## config.mk

```make
export PLATFORM = sky130hd
export DESIGN_NAME = dma_prog_if
export DESIGN_NICKNAME = d
export VERILOG_FILES = /design/src/rtl/dma_prog_pkg.sv /design/src/rtl/dma_prog_decode.sv /design/src/rtl/dma_prog_chan.sv /design/src/rtl/dma_prog_if.sv
export SDC_FILE = /design/constraint.sdc
export NUM_CORES = 1
export LEC_CHECK = 0
export BUFFER_PORTS_ARGS = -buffer_cell sky130_fd_sc_hd__buf_2
export CORE_ASPECT_RATIO = 2
export CORE_MARGIN = 2
export CORE_UTILIZATION = 40
export CTS_CLUSTER_SIZE = 24
export DETAILED_ROUTE_END_ITERATION = 12
export HOLD_SLACK_MARGIN = 0.02
export SLEW_MARGIN = 5
export SYNTH_ARGS = -nofsm -noshare
export SYNTH_HDL_FRONTEND = slang
export SYNTH_SLANG_ARGS = --single-unit
```

## constraint.sdc

```tcl
create_clock -name clk -period 10.7 [get_ports clk]
set_clock_uncertainty 0.1 [all_clocks]
set_input_delay 1.07 -clock clk [delete_from_list [all_inputs] [get_ports clk]]
set_output_delay 1.07 -clock clk [all_outputs]
set_load 0.005 [all_outputs]
```

## src/rtl/dma_prog_pkg.sv

```systemverilog
package dma_prog_pkg;
    localparam int NCH  = 4;
    localparam int CH_W = $clog2(NCH);
    localparam int RW   = 16;

    typedef enum logic [3:0] {
        OFF_CMD     = 4'h8,
        OFF_REQ     = 4'h9,
        OFF_SMASK   = 4'hA,
        OFF_MODE    = 4'hB,
        OFF_CLRFF   = 4'hC,
        OFF_MRST    = 4'hD,
        OFF_CLRMASK = 4'hE,
        OFF_ALLMASK = 4'hF
    } ctl_off_e;

    // Bits that may be set in an accepted command value
    localparam logic [7:0] CMD_OK_BITS = 8'h04;

    typedef struct packed {
        logic              ff;
        logic [7:0]        cmd;
        logic [NCH-1:0]    mask;
        logic [2*NCH-1:0]  status;
    } ctl_t;

    localparam ctl_t CTL_RST = '{ff: 1'b0, cmd: 8'h00, mask: '1, status: '0};

    typedef struct packed {
        logic [RW-1:0] base_addr;
        logic [RW-1:0] base_len;
        logic [RW-1:0] cur_addr;
        logic [RW-1:0] prog;
        logic [7:0]    mode;
    } chan_t;
endpackage

```

## src/rtl/dma_prog_decode.sv

```systemverilog
module dma_prog_decode #(
    parameter int SHIFT = 0,
    parameter int AW    = 4 + SHIFT
) (
    input  logic [AW-1:0] addr,
    output logic [3:0]    off,
    output logic          is_chan,
    output logic [1:0]    chan,
    output logic          is_len
);
    logic [AW-1:0] shifted;

    always_comb begin
        shifted = addr >> SHIFT;
        off     = shifted[3:0];
        is_chan = ~off[3];
        chan    = off[2:1];
        is_len  = off[0];
    end
endmodule

```

## src/rtl/dma_prog_chan.sv

```systemverilog
module dma_prog_chan
    import dma_prog_pkg::*;
(
    input  logic          clk,
    input  logic          rst_n,
    input  logic          wr_sel,
    input  logic          is_len,
    input  logic          hi,
    input  logic [7:0]    wdata,
    input  logic          mode_we,
    input  logic          prog_we,
    input  logic [RW-1:0] prog_val,
    output logic [RW-1:0] addr_rd,
    output logic [RW-1:0] len_rd,
    output logic [7:0]    mode
);
    chan_t ch_d, ch_q;

    always_comb begin
        ch_d = ch_q;
        if (prog_we) ch_d.prog = prog_val;
        if (wr_sel) begin
            if (is_len) begin
                if (hi) ch_d.base_len[15:8] = wdata;
                else    ch_d.base_len[7:0]  = wdata;
            end else begin
                if (hi) ch_d.base_addr[15:8] = wdata;
                else    ch_d.base_addr[7:0]  = wdata;
            end
            if (hi) begin
                ch_d.cur_addr = ch_d.base_addr;
                ch_d.prog     = '0;
            end
        end
        if (mode_we) ch_d.mode = wdata;

        addr_rd = ch_q.mode[5] ? (ch_q.cur_addr - ch_q.prog) : (ch_q.cur_addr + ch_q.prog);
        len_rd  = ch_q.base_len - ch_q.prog;
        mode    = ch_q.mode;
    end

    always_ff @(posedge clk) begin
        if (!rst_n) ch_q <= '0;
        else        ch_q <= ch_d;
    end

    // high-byte write restarts the channel
    p_reload_r3: assert property (@(posedge clk) disable iff (!rst_n)
        (wr_sel && hi) |=> (ch_q.prog == '0 && addr_rd == ch_q.base_addr));

    // progress load lands when no restart competes
    p_prog_load_r12: assert property (@(posedge clk) disable iff (!rst_n)
        (prog_we && !wr_sel) |=> (len_rd == ch_q.base_len - $past(prog_val)));
endmodule

```

## src/rtl/dma_prog_if.sv

```systemverilog
module dma_prog_if
    import dma_prog_pkg::*;
#(
    parameter int ADDR_SHIFT = 0,
    parameter int AW         = 4 + ADDR_SHIFT
) (
    input  logic            clk,
    input  logic            rst_n,
    input  logic            wr_en,
    input  logic            rd_en,
    input  logic [AW-1:0]   addr,
    input  logic [7:0]      wdata,
    output logic [7:0]      rdata,
    input  logic            prog_we,
    input  logic [CH_W-1:0] prog_chan,
    input  logic [RW-1:0]   prog_val,
    input  logic [NCH-1:0]  tc_set,
    output logic [NCH-1:0]  mask_o,
    output logic [7:0]      status_o,
    output logic [7:0]      cmd_o
);
    logic [3:0] off;
    logic       is_chan;
    logic [1:0] chan;
    logic       is_len;

    dma_prog_decode #(.SHIFT(ADDR_SHIFT), .AW(AW)) u_dec (
        .addr    (addr),
        .off     (off),
        .is_chan (is_chan),
        .chan    (chan),
        .is_len  (is_len)
    );

    ctl_t ctl_d, ctl_q;

    logic [RW-1:0] addr_rd [NCH];
    logic [RW-1:0] len_rd  [NCH];
    logic [7:0]    mode_v  [NCH];

    logic wr, rd;
    assign wr = wr_en;
    assign rd = rd_en & ~wr_en;

    for (genvar g = 0; g < NCH; g++) begin : g_ch
        logic sel_w, mode_w, prog_w;
        assign sel_w  = wr && is_chan && (chan == CH_W'(g));
        assign mode_w = wr && (off == OFF_MODE) && (wdata[1:0] == CH_W'(g));
        assign prog_w = prog_we && (prog_chan == CH_W'(g));

        dma_prog_chan u_ch (
            .clk      (clk),
            .rst_n    (rst_n),
            .wr_sel   (sel_w),
            .is_len   (is_len),
            .hi       (ctl_q.ff),
            .wdata    (wdata),
            .mode_we  (mode_w),
            .prog_we  (prog_w),
            .prog_val (prog_val),
            .addr_rd  (addr_rd[g]),
            .len_rd   (len_rd[g]),
            .mode     (mode_v[g])
        );
    end

    logic [RW-1:0] chan_val;

    always_comb begin
        ctl_d = ctl_q;
        if ((wr_en || rd_en) && is_chan) ctl_d.ff = ~ctl_q.ff;
        if (wr) begin
            case (off)
                OFF_CMD:     if ((wdata & ~CMD_OK_BITS) == 8'h00) ctl_d.cmd = wdata;
                OFF_REQ: begin
                    ctl_d.status[{1'b1, wdata[1:0]}] = wdata[2];
                    ctl_d.status[{1'b0, wdata[1:0]}] = 1'b0;
                end
                OFF_SMASK:   ctl_d.mask[wdata[1:0]] = wdata[2];
                OFF_CLRFF:   ctl_d.ff = 1'b0;
                OFF_MRST:    ctl_d = CTL_RST;
                OFF_CLRMASK: ctl_d.mask = '0;
                OFF_ALLMASK: ctl_d.mask = wdata[NCH-1:0];
                default: ;
            endcase
        end else if (rd && off == OFF_CMD) begin
            ctl_d.status[NCH-1:0] = '0;
        end
        if (!(wr && off == OFF_MRST)) ctl_d.status[NCH-1:0] = ctl_d.status[NCH-1:0] | tc_set;

        chan_val = is_len ? len_rd[chan] : addr_rd[chan];
        rdata    = 8'h00;
        if (rd_en) begin
            if (is_chan)                rdata = ctl_q.ff ? chan_val[15:8] : chan_val[7:0];
            else if (off == OFF_CMD)    rdata = ctl_q.status;
            else if (off == OFF_ALLMASK) rdata = 8'(ctl_q.mask);
        end
    end

    always_ff @(posedge clk) begin
        if (!rst_n) ctl_q <= CTL_RST;
        else        ctl_q <= ctl_d;
    end

    assign mask_o   = ctl_q.mask;
    assign status_o = ctl_q.status;
    assign cmd_o    = ctl_q.cmd;

    // Mode bits other than the direction bit are stored for the scheduler only
    logic mode_unused;
    always_comb begin
        mode_unused = 1'b0;
        for (int i = 0; i < NCH; i++) mode_unused = mode_unused ^ (^mode_v[i]);
    end

    p_ff_idle_r2: assert property (@(posedge clk) disable iff (!rst_n)
        !(wr_en || rd_en) |=> $stable(ctl_q.ff));

    p_ff_toggle_r2: assert property (@(posedge clk) disable iff (!rst_n)
        ((wr_en || rd_en) && is_chan) |=> (ctl_q.ff != $past(ctl_q.ff)));

    p_cmd_reject_r5: assert property (@(posedge clk) disable iff (!rst_n)
        (wr_en && off == OFF_CMD && (wdata & ~CMD_OK_BITS) != 8'h00) |=> $stable(cmd_o));

    p_stat_clear_r6: assert property (@(posedge clk) disable iff (!rst_n)
        (rd && off == OFF_CMD && tc_set == '0) |=> (status_o[NCH-1:0] == '0));

    p_mreset_r10: assert property (@(posedge clk) disable iff (!rst_n)
        (wr_en && off == OFF_MRST) |=> (mask_o == '1 && status_o == '0 && cmd_o == 8'h00 && !ctl_q.ff));

    p_rd_zero_r11: assert property (@(posedge clk) disable iff (!rst_n)
        (rd_en && !is_chan && off != OFF_CMD && off != OFF_ALLMASK) |-> (rdata == 8'h00));
endmodule

```

==> results.yml, run 1 <==
logic_synthesis:
  ys_seq_elements: 281
  yosysWarnings: 0
  avgSynthCellArea_sq_um: 7.89
  synthesis.nets: 2516
  synth_cell_types: 76
  seq_area_frac_synth: 0.304
  synth_cells: 2345
  synthArstFlopShare: 0
  syn_area_sq_um: 18500
  synth_ff_type: "dfxtp_1"
  synth_edf_count: 0
timing:
  hold_viol: 0
  rsz0062_at_grt: "false"
  drv_slew: 0
  finalCritPeriodShare: 0.598
  period_needed_ns: 6.40
  fin_setup_tns_ns: 0
  worst_slew_pin_slew_ns: 1.17
  max_freq_mhz: 156
  finalSetupViolCount: 0
  slew_headroom: 0.219
floorplanning:
  io_pins: 67
  die_w_um: 156
  core_area_sq_um: 45700
  die_h_um: 308
  start_util: 0.405
  rows: 111
  die_area_sq_um: 48100
clock_tree:
  htreeDepth: 1
  cts_tree: "done"
  clk_latency_ns: 0.59
  cts_made_buffers: 29
  cts_resized: 0
  clockBufferDepth: 3
  cts_sinks: 281
  cts_root_buf: "clkbuf_16"
  hold_buffers: 0
  cts_setup_buffers: 0
  clkTransAtPathRegs_ns: 0.07
routing:
  wl_per_cell_um: 28.0
  dr.pass1.iters: 8
  vias_per_cell: 6.08
  drc: 0
  drt-total-wl_mm: 82.3
  vias: 17863
  first_iter_violations: 1375
  postRouteAntennaNets: 0
flow_run:
  max_cap_viol_count: 0
worst_setup_path:
  cp.required_ns: 9.53
  arrival_ns: 5.23
  startpoint_type: "flop"
  reg2reg_from: "ctl_q[20]"
  end_kind: "output port"
  r2r_cells: 6
  critPathKind: "flop to output port"
  cp-startpoint: "g_ch[0].u_ch.ch_q[8]"
  crit_fanout: 7
status:
  outcome: "finished, final reports clean"
pwr:
  vdd_drop_max_mv: 0.130
  p_total_uw: 2930
  p_leak_uw: 0.00750
  cellPowerDensity_nw_per_um2: 145
global_routing:
  antenna_found_initial: 2
  grt_pass1_vias: 17750
  grt_max_degree: 69
  overflow: 0
  groute.usage.overall: 0.340
  grt_pass1_wl_mm: 117
hold_path:
  hold_depth: 2
  min_from: "g_ch[2].u_ch.ch_q[59]"
  min_path_type: "flop to flop"
placement:
  gp_congestion: 1.02
  dp_hpwl_mm: 64.0
  port-buffer-count: 66
finish:
  drive_gt1_frac: 0.0809
  areaGrowthSynthToFinish_pct: 9.44
  nNetsFinal: 2525
state kept, by name, summed over array words and instances (netlist names), named ones only:
| signal | count |
|---|---|
| g_ch.u_ch.mode | 4 |
| status_o | 8 |
| ctl_q | 1 |
| cmd_o | 8 |
| g_ch.u_ch.ch_q | 256 |
synthesized netlist by cell type, types with 12 or more instances:
cell      number  area, sq um
xor2_1        36          315
nor2_1       127          477
nand2b_1      31          194
a211oi_1      22          165
and2_1        28          175
and3_1        20          125
o21ai_0       87          435
nor2b_1       62          388
nand3_1      101          505
mux2i_1       36          360
ha_1         124         1550
a22o_1        21          184
a31oi_1       35          219
a21boi_0     110          826
a21o_1        29          218
clkbuf_1     104          390
nor3_1        42          210
dfxtp_1      281         5630
nand2_1      412         1550
mux4_2        12          270
inv_1         92          345
xnor2_1      112          981
o21a_1        20          150
o31ai_1       13         97.6
a21oi_1      178          891
o211a_1       12          120
path summary, 6_finish.rpt:
path / endpoint / slack, ns
worst max register to register: g_ch[1].u_ch.ch_q[65] / 8.20
worst min-delay path: g_ch[2].u_ch.ch_q[27] / 0.35
worst max-delay path: rdata[7] / 4.30
worst min register to register: g_ch[2].u_ch.ch_q[27] / 0.35
where the power goes:
part | leakage, uW | internal [uW] | switching (uW)
combinational | 0.00478 | 287 | 518
sequential | 0.00227 | 1060 | 19.3
clock | 0.000449 | 568 | 479
cell type report:
| cell class | instances | area [sq um] |
|---|---|---|
| clock buffers | 34 | 774 |
| diodes | 2 | 5.00 |
| inverters | 94 | 353 |
| well taps | 565 | 707 |
| flip-flops and latches | 281 | 5630 |
| fillers | 4641 | 25400 |
| repair buffers | 88 | 498 |
| clock inverters | 16 | 164 |
| multi-input cells | 1860 | 12100 |
critical path, stage by stage (launching register included):
cell	delay [ns]
dfxtp_1	0.38
inv_1	0.08
ha_1	0.15
nor2b_1	0.36
a21oi_1	0.15
xnor2_1	0.22
ha_1	0.34
and3_1	0.19
a2111oi_0	0.94
o21ai_0	0.31
a32oi_1	0.38
o2111ai_1	0.23
o21ai_1	0.21
a2111oi_0	0.10
a211oi_1	0.39
buf_2	0.19
cell families (layout without fill, tap and decap cells):
| kind of cell | after synthesis | after routing | synth area share |
|---|---|---|---|
| buffers and inverters | 204 | 232 | 0.0415 |
| muxes | 55 | 55 | 0.0383 |
| and+or+nand+nor | 874 | 874 | 0.215 |
| DFF | 281 | 281 | 0.304 |
| AOI/OAI and AO/OA | 651 | 651 | 0.238 |
| adders and majority gates | 132 | 132 | 0.0925 |
| other | 0 | 2 | 0 |
| xor gates and xnor gates | 148 | 148 | 0.0701 |
cell usage in the layout (no fill, tap or decap), drive strengths merged, types with 93 or more instances in the layout:
cell type and count:
inv 97, nor2 128, xnor2 112, a21oi 178, o21ai 93, ha 124
nand2 412, dfxtp 281, nand3 101, a21boi 110
metal layers:
metal | vias to the layer above | wire length [um] | global-route usage
met5 | - | 0 | 0
met4 | 0 | 10300 | 0.347
met3 | 325 | 3880 | 0.0466
met2 | 686 | 41100 | 0.606
met1 | 8535 | 27000 | 0.322
li1 | 8317 | - | -
stage by stage:
step                      std cells  worst slack [ns]  hold WS [ns]  utilization  cell area (sq um)
after floorplan                2345              6.23         0.325            -              18500
after global placement         2888              5.06         0.336        0.422              19300
after global routing           2938              3.87         0.366        0.443              20200
after CTS                      2938              4.33         0.356        0.443              20200
after detailed placement       2888              5.01         0.339        0.422              19300
final                          2940              4.30         0.350        0.443              20200
No activity file was read; power rests on OpenSTA's default activity.
==> run 2: changes to the inputs <==
--- a/config.mk
+++ b/config.mk
@@ -5,6 +5,7 @@
 export SDC_FILE = /design/constraint.sdc
 export NUM_CORES = 1
 export LEC_CHECK = 0
+export ABC_AREA = 1
 export BUFFER_PORTS_ARGS = -buffer_cell sky130_fd_sc_hd__buf_2
 export CORE_ASPECT_RATIO = 2
 export CORE_MARGIN = 2
==> constraint.sdc (replaced) <==
create_clock -name clk -period 5.25 [get_ports clk]
set_clock_uncertainty 0.1 [all_clocks]
set_input_delay 0.525 -clock clk [delete_from_list [all_inputs] [get_ports clk]]
set_output_delay 0.525 -clock clk [all_outputs]
set_load 0.005 [all_outputs]
==> results.yml, run 2 <==
logic_synthesis:
  synthArstFlopShare: 0
  synthTopCellsByArea: "dfxtp_1, nand2_1, a21oi_1, ha_1, inv_1"
  synth-simple-area-share: 0.278
  syn_area_sq_um: 19800
  yosysWarnings: 0
  synth_adder_area_share: 0.0863
  synthMuxAreaShare: 0.00151
  yosys.area.top_type: "dfxtp_1"
  avgSynthCellArea_sq_um: 6.55
  seq_area_frac_synth: 0.284
  synth.most_common_cell: "nand2_1"
  synth-compound-area-share: 0.208
  synth_edf_count: 0
  synth_top_family_by_area: "simple AND/OR/NAND/NOR gates"
  ys_seq_elements: 281
  synthTopCellsByCount: "nand2_1, inv_1, a21oi_1, dfxtp_1, nand3_1"
  yosys.area.top_type_share: 0.284
  synth_cell_types: 55
  synthesis.nets: 3197
  synthXorXnorAreaFrac: 0.0389
  synth_cells: 3026
  synth_ff_type: "dfxtp_1"
worst_setup_path:
  startpoint_type: "flop"
  end_kind: "output port"
  critPathKind: "flop to output port"
  crit_fanout: 5
  arrival_ns: 4.29
  cp.required_ns: 4.62
pwr:
  p_switching_uw: 2390
  cellPowerDensity_nw_per_um2: 290
  switching_share: 0.381
  p_int_uw: 3870
  p_leak_uw: 0.0103
  p_seq_frac: 0.358
  vdd_drop_max_mv: 0.286
  combPwrFrac: 0.304
  p_clk_frac: 0.339
floorplanning:
  die_h_um: 319
  start_util: 0.404
  die_area_sq_um: 51500
  die_w_um: 161
  rows: 115
  io_pins: 67
  core_area_sq_um: 49100
finish:
  final_area_sq_um: 21600
  layout_commonest_cell: "nand2_1"
  stdcell_count: 3691
  nNetsFinal: 3198
  regMostFlops: "g_ch.u_ch.ch_q"
  largest_reg_flops: 256
  areaGrowthSynthToFinish_pct: 8.69
  drive_gt1_frac: 0.0801
  final_cell_mix: "nand2_1, inv_1, a21oi_1"
timing:
  fin_ws_ns: 0.336
  rsz0062_at_grt: "true"
  hold_viol: 0
  max_freq_mhz: 203
  finalSetupViolCount: 0
  worst_hold_slack_ns: 0.112
  period_needed_ns: 4.91
  slew_headroom: 0.278
  drv_slew: 0
  finalCritPeriodShare: 0.936
  worst_slew_pin_slew_ns: 1.08
hold_path:
  min_path_type: "input port to flop"
clock_tree:
  cts_root_buf: "clkbuf_16"
  clkTransAtPathRegs_ns: 0.07
  htreeDepth: 1
  clk_latency_ns: 0.62
  cts_made_buffers: 29
  cts_tree: "done"
  hold_buffers: 0
  cts_sinks: 281
  clockBufferDepth: 3
placement:
  placed_cells: 3639
  placed_area_sq_um: 20600
  pre_cts_ws_ns: 0.902
  gp_congestion: 1.02
  port-buffer-count: 66
  dp_hpwl_mm: 65.7
global_routing:
  grt_pass1_vias: 20031
  grt_max_degree: 66
  overflow: 0
  antenna_found_initial: 1
  groute.usage.overall: 0.320
  grt_pass1_wl_mm: 123
routing:
  vias: 20787
  postRouteAntennaNets: 0
  drc: 0
  first_iter_violations: 1572
  drt-total-wl_mm: 84.2
  vias_per_cell: 5.63
  wl_per_cell_um: 22.8
  dr.pass1.iters: 6
flow_run:
  max_cap_viol_count: 0
status:
  outcome: "finished, final reports clean"
==> run 2: cell types whose count changed after synthesis, sizes merged, moves of 82 or more <==
cell | previous run | this run
a21oi | 178 | 320
nor2 | 128 | 248
o21ai | 93 | 240
inv | 94 | 397
xnor2 | 112 | 30
a21boi | 110 | 5
nand3 | 101 | 274
nand2 | 412 | 685
==> run 2: power by group through the flow <==
stage                     Sequential, uW  Clock [uW]  Combinational [uW]
after floorplan                     2260           0                1270
after global placement              2280           0                1860
after detailed placement            2280           0                1870
after CTS                           2230        2140                1870
after global routing                2240        2210                2070
final                               2240        2120                1900
==> run 2: layout make-up <==
class / count / area [sq um]
clock inverter: 16 / 139
timing repair buffer: 88 / 510
tap: 643 / 805
fill: 5114 / 27500
clock buffer: 35 / 778
sequential: 281 / 5630
antenna: 1 / 2.50
multi-input combinational: 2228 / 12200
inverter: 399 / 1500
==> run 2: critical path, cell delays in order, from the launching register on <==
cell,delay [ns]
dfxtp_1,0.34
inv_1,0.15
ha_1,0.19
inv_1,0.04
nor2_1,0.15
nand3_1,0.14
nor3_2,0.15
nand3_1,0.15
o21ai_0,0.23
xor2_1,0.11
ha_1,0.37
nand2_1,0.16
nor2_1,0.16
and3_1,0.17
nand2_1,0.07
nand2_1,0.07
nand2_1,0.05
nand3_1,0.12
nand3_1,0.24
nand3_1,0.16
nand2_1,0.06
nand2_1,0.05
nand2_1,0.11
a21boi_2,0.13
buf_2,0.12
==> run 2: metal layers <==
layer	vias to the layer above	part of all wire	track usage
li1	10061	-	-
met1	9582	0.35	0.336
met2	825	0.48	0.553
met3	319	0.056	0.0326
met4	0	0.11	0.299
met5	-	0	0
==> run 2: timing repair <==
| item | 4_1_cts | 5_1_grt |
|---|---|---|
| setup endpoints to repair | 0 | 4 |
| gates resized for setup | 0 | 10 |
| buffers inserted | 0 | 0 |
==> run 2: logic make-up after synthesis <==
group                    Yosys count
adder cells (fa/ha/maj)          132
XOR/XNOR                          88
buffers and inverters            517
multiplexers                       3
flip-flops                       281
AND/OR/NAND/NOR                 1273
AO/OA/AOI/OAI                    732
==> run 2: path summary, 6_finish.rpt <==
kind / from / end / slack, ns / cells past startpoint
worst max register to register: ctl_q[20] / g_ch[3].u_ch.ch_q[39] / 2.39 / 7
worst max-delay path: g_ch[0].u_ch.ch_q[9] / rdata[5] / 0.34 / 24
worst min-delay path: tc_set[1] / status_o[1] / 0.11 / 3
worst min register to register: cmd_o[3] / cmd_o[3] / 0.34 / 2
==> run 2: through the flow <==
step	utilization	setup TNS [ns]	power, uW
after global placement	0.420	0	4140
after global routing	0.439	-0.0371	6520
after floorplan	-	0	3530
after detailed placement	0.420	0	4150
after CTS	0.439	0	6250
final	0.439	0	6250
